**src/rtl/flash_cmd_pkg.sv**
```systemverilog
package flash_cmd_pkg;

  localparam int CMP_W = 15;

  localparam logic [CMP_W-1:0] ADR_KEY_A = 15'h5555;
  localparam logic [CMP_W-1:0] ADR_KEY_B = 15'h2AAA;

  localparam logic [7:0] DAT_KEY_A   = 8'hAA;
  localparam logic [7:0] DAT_KEY_B   = 8'h55;
  localparam logic [7:0] DAT_RESET   = 8'hF0;
  localparam logic [7:0] DAT_PROG    = 8'hA0;
  localparam logic [7:0] DAT_ERASE   = 8'h80;
  localparam logic [7:0] DAT_CHIP    = 8'h10;
  localparam logic [7:0] DAT_SECTOR  = 8'h30;

  typedef enum logic [2:0] {
    S_IDLE,
    S_KEY1,
    S_KEY2,
    S_PROG,
    S_ER_KEY0,
    S_ER_KEY1,
    S_ER_LAST
  } seq_state_t;

  typedef enum logic [2:0] {
    ENG_IDLE,
    ENG_P_RD,
    ENG_P_WR,
    ENG_WAIT,
    ENG_ERASE
  } eng_state_t;

endpackage

```
**src/rtl/fcd_seq.sv**
```systemverilog
module fcd_seq
  import flash_cmd_pkg::*;
(
  input  logic             clk,
  input  logic             rst,
  input  logic             lock,
  input  logic             we,
  input  logic [CMP_W-1:0] cmp_addr,
  input  logic [7:0]       data,
  output logic             start_prog,
  output logic             start_chip,
  output logic             sect_req
);

  seq_state_t st;
  logic hit_a, hit_b, wr_ok;

  assign hit_a = (cmp_addr == ADR_KEY_A);
  assign hit_b = (cmp_addr == ADR_KEY_B);
  assign wr_ok = we && !lock;

  assign start_prog = wr_ok && (st == S_PROG);
  assign start_chip = wr_ok && (st == S_ER_LAST) && hit_a && (data == DAT_CHIP);
  assign sect_req   = wr_ok && (st == S_ER_LAST) && (data == DAT_SECTOR);

  always_ff @(posedge clk) begin
    if (rst || lock) begin
      st <= S_IDLE;
    end else if (we) begin
      unique case (st)
        S_IDLE:    st <= (hit_a && data == DAT_KEY_A) ? S_KEY1 : S_IDLE;
        S_KEY1:    st <= (hit_b && data == DAT_KEY_B) ? S_KEY2 : S_IDLE;
        S_KEY2: begin
          if (hit_a && data == DAT_PROG)       st <= S_PROG;
          else if (hit_a && data == DAT_ERASE) st <= S_ER_KEY0;
          else                                 st <= S_IDLE;
        end
        S_ER_KEY0: st <= (hit_a && data == DAT_KEY_A) ? S_ER_KEY1 : S_IDLE;
        S_ER_KEY1: st <= (hit_b && data == DAT_KEY_B) ? S_ER_LAST : S_IDLE;
        default:   st <= S_IDLE;
      endcase
    end
  end

  AST_SEQ_LOCK_IDLE: assert property (@(posedge clk) disable iff (rst)
    lock |=> (st == S_IDLE));

endmodule

```
**src/rtl/fcd_erase_win.sv**
```systemverilog
module fcd_erase_win #(
  parameter int SECT_W  = 3,
  parameter int WIN_CYC = 16000,
  localparam int NSECT  = 1 << SECT_W,
  localparam int CW     = $clog2(WIN_CYC + 1)
) (
  input  logic              clk,
  input  logic              rst,
  input  logic              add,
  input  logic [SECT_W-1:0] add_sect,
  output logic              win_open,
  output logic              fire,
  output logic [NSECT-1:0]  fire_mask
);

  logic [CW-1:0]    cnt;
  logic [NSECT-1:0] sel_bit;

  always_comb begin
    sel_bit = '0;
    sel_bit[add_sect] = 1'b1;
  end

  assign fire = win_open && (cnt == '0) && !add;

  always_ff @(posedge clk) begin
    if (rst) begin
      win_open  <= 1'b0;
      cnt       <= '0;
      fire_mask <= '0;
    end else if (add) begin
      win_open  <= 1'b1;
      cnt       <= CW'(WIN_CYC - 1);
      fire_mask <= (win_open ? fire_mask : '0) | sel_bit;
    end else if (fire) begin
      win_open  <= 1'b0;
    end else if (win_open) begin
      cnt <= cnt - 1'b1;
    end
  end

  AST_WIN_RESTART: assert property (@(posedge clk) disable iff (rst)
    add |=> (win_open && cnt == CW'(WIN_CYC - 1)));
  AST_FIRE_CLOSES: assert property (@(posedge clk) disable iff (rst)
    fire |=> !win_open);

endmodule

```
**src/rtl/fcd_engine.sv**
```systemverilog
module fcd_engine
  import flash_cmd_pkg::*;
#(
  parameter int IDX_W     = 7,
  parameter int SECT_W    = 3,
  parameter int PROG_CYC  = 16,
  parameter int ERASE_LEN = 256,
  localparam int NSECT    = 1 << SECT_W,
  localparam int DEPTH    = 1 << IDX_W,
  localparam int CW       = $clog2(ERASE_LEN + PROG_CYC + 1)
) (
  input  logic             clk,
  input  logic             rst,
  input  logic             start_prog,
  input  logic [IDX_W-1:0] prog_idx,
  input  logic [7:0]       prog_data,
  input  logic             start_erase,
  input  logic [NSECT-1:0] erase_mask,
  input  logic [7:0]       q,
  output logic             busy,
  output logic             poll7,
  output logic [IDX_W-1:0] raddr,
  output logic             mem_we,
  output logic [IDX_W-1:0] mem_waddr,
  output logic [7:0]       mem_wdata
);

  eng_state_t       st;
  logic [CW-1:0]    cnt;
  logic [IDX_W-1:0] p_idx;
  logic [7:0]       p_data;
  logic [NSECT-1:0] mask;
  logic [IDX_W-1:0] sweep;
  logic             sweep_on;

  assign busy  = (st != ENG_IDLE);
  assign raddr = p_idx;

  always_comb begin
    mem_we    = 1'b0;
    mem_waddr = p_idx;
    mem_wdata = q & p_data;
    if (st == ENG_P_WR) begin
      mem_we = 1'b1;
    end else if (st == ENG_ERASE) begin
      mem_waddr = sweep;
      mem_wdata = 8'hFF;
      mem_we    = sweep_on && mask[sweep[IDX_W-1 -: SECT_W]];
    end
  end

  always_ff @(posedge clk) begin
    if (rst) begin
      st       <= ENG_IDLE;
      cnt      <= '0;
      p_idx    <= '0;
      p_data   <= '0;
      mask     <= '0;
      sweep    <= '0;
      sweep_on <= 1'b0;
      poll7    <= 1'b0;
    end else if (st == ENG_IDLE) begin
      if (start_prog) begin
        st     <= ENG_P_RD;
        cnt    <= CW'(PROG_CYC - 1);
        p_idx  <= prog_idx;
        p_data <= prog_data;
        poll7  <= ~prog_data[7];
      end else if (start_erase) begin
        st       <= ENG_ERASE;
        cnt      <= CW'(ERASE_LEN - 1);
        mask     <= erase_mask;
        sweep    <= '0;
        sweep_on <= 1'b1;
        poll7    <= 1'b0;
      end
    end else begin
      cnt <= cnt - 1'b1;
      case (st)
        ENG_P_RD: st <= ENG_P_WR;
        ENG_P_WR: st <= ENG_WAIT;
        ENG_ERASE: begin
          if (sweep_on) begin
            if (sweep == IDX_W'(DEPTH - 1)) sweep_on <= 1'b0;
            else                            sweep    <= sweep + 1'b1;
          end
        end
        default: ;
      endcase
      if (cnt == '0) begin
        st    <= ENG_IDLE;
        poll7 <= 1'b0;
      end
    end
  end

  AST_START_IDLE: assert property (@(posedge clk) disable iff (rst)
    (start_prog || start_erase) |-> (st == ENG_IDLE));
  AST_SWEEP_DONE: assert property (@(posedge clk) disable iff (rst)
    (busy && cnt == '0 && st == ENG_ERASE) |-> !sweep_on);

endmodule

```
**src/rtl/fcd_store.sv**
```systemverilog
module fcd_store #(
  parameter int IDX_W = 7,
  localparam int DEPTH = 1 << IDX_W
) (
  input  logic             clk,
  input  logic             rst,
  input  logic [IDX_W-1:0] raddr,
  output logic [7:0]       q,
  input  logic             we,
  input  logic [IDX_W-1:0] waddr,
  input  logic [7:0]       wdata
);

  logic [7:0] mem [DEPTH];

  always_ff @(posedge clk) begin
    if (we) mem[waddr] <= wdata;
  end

  always_ff @(posedge clk) begin
    if (rst) q <= '0;
    else     q <= mem[raddr];
  end

endmodule

```
**src/rtl/flash_cmd_if.sv**
```systemverilog
module flash_cmd_if
  import flash_cmd_pkg::*;
#(
  parameter int ADDR_W    = 17,
  parameter int SECT_W    = 3,
  parameter int CELL_W    = 4,
  parameter int CLK_HZ    = 200_000_000,
  parameter int WIN_US    = 80,
  parameter int PROG_CYC  = 16,
  parameter int ERASE_CYC = 256
) (
  input  logic              clk,
  input  logic              rst,
  input  logic [ADDR_W-1:0] bus_addr,
  input  logic [7:0]        bus_wdata,
  input  logic              bus_we,
  output logic [7:0]        rd_data,
  output logic              busy
);

  localparam int IDX_W     = SECT_W + CELL_W;
  localparam int DEPTH     = 1 << IDX_W;
  localparam int NSECT     = 1 << SECT_W;
  localparam int WIN_CYC   = (CLK_HZ / 1_000_000) * WIN_US;
  localparam int ERASE_LEN = (ERASE_CYC > DEPTH + 1) ? ERASE_CYC : DEPTH + 1;

  logic [IDX_W-1:0]  bus_idx, eng_raddr, st_raddr, mem_waddr;
  logic [SECT_W-1:0] bus_sect;
  logic [7:0]        q, mem_wdata, status, stat_q;
  logic              eng_busy, poll7, mem_we, win_open, fire, sel_q;
  logic              start_prog, start_chip, sect_req, add, lock;
  logic [NSECT-1:0]  fire_mask, erase_mask;

  assign bus_sect = bus_addr[ADDR_W-1 -: SECT_W];
  assign bus_idx  = {bus_sect, bus_addr[CELL_W-1:0]};
  assign lock     = eng_busy || win_open;

  fcd_seq u_seq (
    .clk        (clk),
    .rst        (rst),
    .lock       (lock),
    .we         (bus_we),
    .cmp_addr   (bus_addr[CMP_W-1:0]),
    .data       (bus_wdata),
    .start_prog (start_prog),
    .start_chip (start_chip),
    .sect_req   (sect_req)
  );

  assign add = sect_req || (win_open && bus_we && bus_wdata == DAT_SECTOR);

  fcd_erase_win #(.SECT_W(SECT_W), .WIN_CYC(WIN_CYC)) u_win (
    .clk       (clk),
    .rst       (rst),
    .add       (add),
    .add_sect  (bus_sect),
    .win_open  (win_open),
    .fire      (fire),
    .fire_mask (fire_mask)
  );

  assign erase_mask = start_chip ? '1 : fire_mask;

  fcd_engine #(
    .IDX_W     (IDX_W),
    .SECT_W    (SECT_W),
    .PROG_CYC  (PROG_CYC),
    .ERASE_LEN (ERASE_LEN)
  ) u_eng (
    .clk         (clk),
    .rst         (rst),
    .start_prog  (start_prog),
    .prog_idx    (bus_idx),
    .prog_data   (bus_wdata),
    .start_erase (start_chip || fire),
    .erase_mask  (erase_mask),
    .q           (q),
    .busy        (eng_busy),
    .poll7       (poll7),
    .raddr       (eng_raddr),
    .mem_we      (mem_we),
    .mem_waddr   (mem_waddr),
    .mem_wdata   (mem_wdata)
  );

  assign st_raddr = eng_busy ? eng_raddr : bus_idx;

  fcd_store #(.IDX_W(IDX_W)) u_store (
    .clk   (clk),
    .rst   (rst),
    .raddr (st_raddr),
    .q     (q),
    .we    (mem_we),
    .waddr (mem_waddr),
    .wdata (mem_wdata)
  );

  assign status = {poll7, 3'b000, win_open, 3'b000};

  always_ff @(posedge clk) begin
    if (rst) begin
      sel_q  <= 1'b0;
      stat_q <= '0;
    end else begin
      sel_q  <= lock;
      stat_q <= status;
    end
  end

  assign rd_data = sel_q ? stat_q : q;
  assign busy    = lock;

  AST_WIN_ENGINE_EXCL: assert property (@(posedge clk) disable iff (rst)
    win_open |-> !eng_busy);
  AST_NO_WRITE_IDLE: assert property (@(posedge clk) disable iff (rst)
    mem_we |-> eng_busy);

endmodule

```
**config.mk**
```make
export PLATFORM = sky130hd
export DESIGN_NAME = flash_cmd_if
export DESIGN_NICKNAME = d
export VERILOG_FILES = /design/src/rtl/flash_cmd_pkg.sv /design/src/rtl/fcd_seq.sv /design/src/rtl/fcd_erase_win.sv /design/src/rtl/fcd_engine.sv /design/src/rtl/fcd_store.sv /design/src/rtl/flash_cmd_if.sv
export SDC_FILE = /design/constraint.sdc
export NUM_CORES = 2
export LEC_CHECK = 0
export ABC_AREA = 1
export BUFFER_PORTS_ARGS = -buffer_cell sky130_fd_sc_hd__buf_4
export CORE_MARGIN = 5
export CORE_UTILIZATION = 55
export CTS_CLUSTER_DIAMETER = 40
export DETAILED_ROUTE_END_ITERATION = 8
export PLACE_DENSITY_LB_ADDON = 0.2
export RECOVER_POWER = 25
export SYNTH_ARGS = -nofsm -noshare
export SYNTH_HDL_FRONTEND = slang
export SYNTH_SLANG_ARGS = --single-unit
export TNS_END_PERCENT = 30
```
**constraint.sdc**
```tcl
create_clock -name clk -period 6.8 [get_ports clk]
set_input_delay 0.68 -clock clk [delete_from_list [all_inputs] [get_ports clk]]
set_output_delay 0.68 -clock clk [all_outputs]
set_load 0.005 [all_outputs]
```
---- Word level (Yosys, flattened, before mapping) ----
Memories as Yosys holds them, arrays and structs flattened. A register that Yosys moved wholly into a read port is not among the register bits.
Cells that the tools add are included.
storage, ports and cells
  register bits after elaboration ......... 79
  RAM bits ................................ 1024
  memories kept ........................... 1
memories
  memory       words  width  rd ports  clocked after Yosys merged registers in  wr ports  line             source
  u_store.mem  128    8      1         1                                        1         fcd_store.sv:14  logic [7:0] mem [DEPTH];
operators by class
  add/sub/neg operators ................... 3
  magnitude comparators ................... 3
  eq/ne operators ......................... 23
  mux-type cells .......................... 52
  bitwise logic cells ..................... 5
  reduce and logical (&&, ||, !) cells .... 42
operator list
  operator                 number
  $mux W7                  9
  $mux W14                 3
  $mux W8                  5
  $mux W9                  3
  $eq A8 B8 Y1 const B     3
  $mux W3                  8
  $mux W1                  19
  $logic_and A1 B1 Y1      16
  $eq A15 B14 Y1 const B   1
  $eq A15 B15 Y1 const B   1
  $pmux W3 S5              1
  $logic_not A14 Y1        1
  $sub A14 B1 Y14 const B  1
  $eq A3 B3 Y1 const B     4
  $reduce_and A2 Y1        5
  $reduce_bool A2 Y1       5
  $eq A3 B2 Y1 const B     3
  $logic_not A9 Y1         1
  $sub A9 B1 Y9 const B    1
  $and A8 B8 Y8            1
  $eq A8 B5 Y1 const B     1
  $eq A8 B6 Y1 const B     1
  $eq A8 B7 Y1 const B     1
  $lt A3 B4 Y1 const B     2
  other kinds (21)         32

---- Longest topological paths before layout ----
  word-level depth ........................ 13
  mapped depth ............................ 16

---- Cells and area by module ----
From an unflattened synthesis, not the netlist that was laid out.
unflattened totals
  cell total of the unflattened synthesis .. 4292
  area total of the unflattened synthesis .. 46550.9 µm²
modules (own cells, without submodules)
  module         instances  cells an instance  area an instance (µm²)
  fcd_store      1          3576               42167.9
  fcd_engine     1          341                2248.4
  fcd_erase_win  1          192                1232.4
  fcd_seq        1          117                543.0
  flash_cmd_if   1          66                 359.1

---- Worst setup path before layout ----
No wires, ideal clock.
  path kind ............................... reg-to-reg
  start ................................... register u_eng.st[2]
  end ..................................... memory u_store.mem[0][0] (data pin)
  arrival time ............................ 2.423 ns
  required time ........................... 6.289 ns
  slack ................................... 3.866 ns
  cell stages (with the launch flop) ...... 6
  buffers on the path ..................... 1
  clock period less this slack ............ 2.934 ns
  cell sequence ........................... dfxtp_1 > inv_2 > nor2_4 > inv_2 > buf_2 > nand2_1
on the way
  word-level cells in the longest chain between the ends .. 3
  elaborated cells between the ends (all ways) .. 4
ends and longest elaborated chain
  element                   line                source
  start: declaration        fcd_engine.sv:28    eng_state_t st;
  start signal: assignment  fcd_engine.sv:54    st <= ENG_IDLE;
  start signal: assignment  fcd_engine.sv:64    st <= ENG_P_RD;
  start signal: assignment  fcd_engine.sv:70    st <= ENG_ERASE;
  $eq A3 B3 Y1              fcd_engine.sv:45    end else if (st == ENG_ERASE) begin
  $mux W8                   fcd_engine.sv:45
  $mux W8 (*)               fcd_engine.sv:43    if (st == ENG_P_WR) begin
  named net mem_wdata[0]    flash_cmd_if.sv:29  logic [7:0] q, mem_wdata, status, stat_q;
  end: declaration          fcd_store.sv:14
Mark *: on every way through the listed nets, which the timed path passes. The rest lies on a longest branch.

---- Worst setup path in the final report ----
  start ................................... register u_eng.st[2]
  end ..................................... memory u_store.mem[27][1] (data pin)
The elaborated chain is that of the path after synthesis.

==> flow_summary.yaml <==
outcome:
  violations: "max-capacitance violations, max-slew violations"
  status: "finished, violations left"
pwr:
  leakagePower_uw: 0.02321
  power_density_nw_per_um2: 365.0
  ir_worst_vdd_uv: 374.7
sta:
  clock.fmax_mhz: 190.8
  skew_ns: 0.03115
  setup_violations: 0
  period_share_pct: 77.08
  slew_headroom_pct: -126.4
  setup_tns_ns: 0
  drv_slew: 617
  fin_crit_ns: 5.241
  finalHoldViolCount: 0
  worst_pin_slew_ns: 3.387
  rsz0062_at_grt: "no"
clocking:
  numCtsBuffers: 146
  post_cts_resized: 0
  cts_tree: "done"
  htree_levels: 4
  root_buffer: "clkbuf_16"
  cts_sinks: 1105
  clock_path_buffers: 3
  cts_hold_buf: 0
  clk_latency_ns: 0.74
  postCtsSetupBuffers: 0
  clk_pin_slew_worst_paths_ns: 0.05
routing:
  drt-total-wl_um: 129700
  dr_wl_met2_um: 60550
  drc: 0
  drt_iter0_drc: 4332
  drt_pre_antenna_iters: 5
  wl_per_cell_um: 20.82
  ant_nets: 0
  via_per_inst: 5.588
  top_layer: "met4"
  vias: 34810
  wl_met1_um: 52440
  met3WireLength_um: 11600
logic_synthesis:
  synth_top_family_by_area: "simple AND/OR/NAND/NOR gates"
  yosysTopAreaCell: "edfxtp_1"
  synth_common_cells: "nand2_1, edfxtp_1, nand3_1"
  synth_edf_count: 1024
  synth.top_cell.area_share_pct: 62.91
  ys_ff_latch: 1105
  synth_fa_ha_area_share_pct: 0.1024
  synthFlopType: "edfxtp_1"
  yosysSeqAreaShare_pct: 66.23
  synth_most_common_cell: "nand2_1"
  syn-cell-area_um2: 48880
  synth_mux_area_share_pct: 0.04608
  yosysWarnings: 0
  synthArstFlopShare_pct: 0
  synth-simple-area-share_pct: 22.45
  syn-num-nets: 4996
  ys_top_cells_by_area: "edfxtp_1, nand2_1, nand3_1"
  synth_xor_area_share_pct: 0.07168
  synth_compound_area_share_pct: 2.207
  synthCells: 4964
  syn_area_per_cell_um2: 9.847
  synth_cell_types: 38
die:
  dieArea_um2: 94930
  die_w_um: 308.1
  initial_utilization_pct: 55.39
  fp.dieH_um: 308.1
  core_um2: 88240
  row_count: 109
  boundaryPins: 37
critical_path:
  path_cells: "inv_1 -> nor2_1 -> inv_1 -> nand2_1 -> clkbuf_2"
  start_kind: "flop"
  slowest_delay_ns: 2.37
  cpMostUsedCell: "inv_1"
  critPathArrivalTime_ns: 5.61
  crit_path_max_fanout: 79
  crit_required_ns: 7.17
  endpoint_kind: "flop"
  critPathKind: "flop to flop"
  crit_path_top_delay_cell: "nand2_1"
placed_design:
  dpl_cell_area_um2: 49990
  dp_hpwl_um: 73790
  routabilityCongestion: 0.8923
  numPortBuffers: 36
worst_hold_path:
  min_path_type: "primary input to flop"
final_layout:
  multi_input_area_um2: 12230
  drive_gt1_share_pct: 6.693
  final_nets: 4978
  antennaDiodeCount: 0
  finish.instance_area_um2: 54820
  fin_util_pct: 62.13
  area_delta_synth_final_pct: 12.15
  fill_cells: 6963
  seqCellArea_um2: 32370
grt:
  track_usage_pct: 26.93
  overflow: 0
  grt_start_max_net_pins: 129
  grt_first_pass_wirelength_um: 196100
  grt_pass1_vias: 32350
  antenna_found_initial: 0
run:
  cap_violations: 10
==> state kept, by name, summed over array words and instances (netlist names), 7 cells and up <==
| name | flops |
|---|---|
| u_eng.p_data | 8 |
| u_store.q | 8 |
| u_eng.cnt | 9 |
| u_eng.sweep | 7 |
| u_eng.mask | 8 |
| u_win.cnt | 14 |
| u_eng.raddr | 7 |
| u_store.mem | 1024 |
| u_win.fire_mask | 8 |
==> per-layer routing <==
metal / vias to the layer above / track usage [%]
li1: 16240 / -
met5: - / 0
met2: 1673 / 41.96
met3: 313 / 4.594
met4: 0 / 10.64
met1: 16590 / 38.30
==> cell families after synthesis <==
| group | Yosys count |
|---|---|
| buf+inv | 1085 |
| mux | 2 |
| fa+ha+maj | 4 |
| compound gates | 185 |
| simple gates | 2579 |
| xor+xnor | 4 |
| flops | 1105 |
==> stage by stage <==
step / std cells / hold slack (ns) / power (uW) / worst slack (ns)
4_1_cts: 6230 / 0.1821 / 20030 / 2.675
2_1_floorplan: 4964 / 0.4031 / 10900 / 3.866
3_5_place_dp: 5963 / 0.4265 / 12410 / 2.648
3_3_place_gp: 5963 / 0.4261 / 12360 / 2.652
5_1_grt: 6230 / 0.2135 / 20830 / 1.238
6_report: 6230 / 0.2225 / 20010 / 1.559
==> worst max-delay path: cells and delay by family (launching register included) <==
kind / cells / cell delay (ns)
buf+inv: 3 / 1.67
simple gates: 2 / 2.73
flops: 1 / 0.35
==> cells in the final DEF (no fill, tap or decap), types with 10 or more instances in the layout <==
| cell | Yosys | final |
|---|---|---|
| nand2_1 | 1419 | 1420 |
| edfxtp_1 | 1024 | 1024 |
| nand3_1 | 870 | 869 |
| inv_1 | 827 | 829 |
| nor2_1 | 214 | 216 |
| clkbuf_16 | 0 | 154 |
| dfxtp_1 | 81 | 81 |
| a21oi_1 | 66 | 66 |
| buf_4 | 8 | 59 |
| o211ai_1 | 48 | 48 |
| o21ai_0 | 44 | 43 |
| nand4_1 | 26 | 26 |
| clkbuf_1 | 35 | 23 |
| nor3_1 | 18 | 18 |
| clkinv_1 | 0 | 18 |
| clkinv_2 | 0 | 14 |
| bufinv_16 | 0 | 13 |
| clkinv_4 | 0 | 12 |
| clkinvlp_4 | 0 | 12 |
| inv_6 | 0 | 12 |
| a31oi_1 | 11 | 11 |
| inv_2 | 13 | 10 |
==> area by class of cell <==
| type | count | share of cell area, % |
|---|---|---|
| repair buffers | 79 | 1.248 |
| well taps | 1165 | 2.659 |
| flip-flops and latches | 1105 | 59.05 |
| inverters | 840 | 5.756 |
| clock inverters | 89 | 1.741 |
| clock buffers | 178 | 7.231 |
| multi-input cells | 2774 | 22.31 |
==> power by group <==
part / internal [uW] / leakage, uW / switching (uW)
clock network: 4690 / 0.00237 / 2970
registers: 7380 / 0.00915 / 70.4
logic: 1330 / 0.0117 / 3560
total: 13400 / 0.0232 / 6610
==> final timing paths <==
| kind | slack [ns] | end | from | depth (start not counted) |
|---|---|---|---|---|
| min reg2reg | 0.43 | stat_q[7] | u_eng.poll7 | 2 |
| max reg2reg | 1.56 | u_store.mem[27][1] | u_eng.st[2] | 5 |
| max | 1.56 | u_store.mem[27][1] | u_eng.st[2] | 5 |
| min | 0.22 | u_eng.p_data[5] | bus_wdata[5] | 3 |
(Power assumes the default switching activity.)
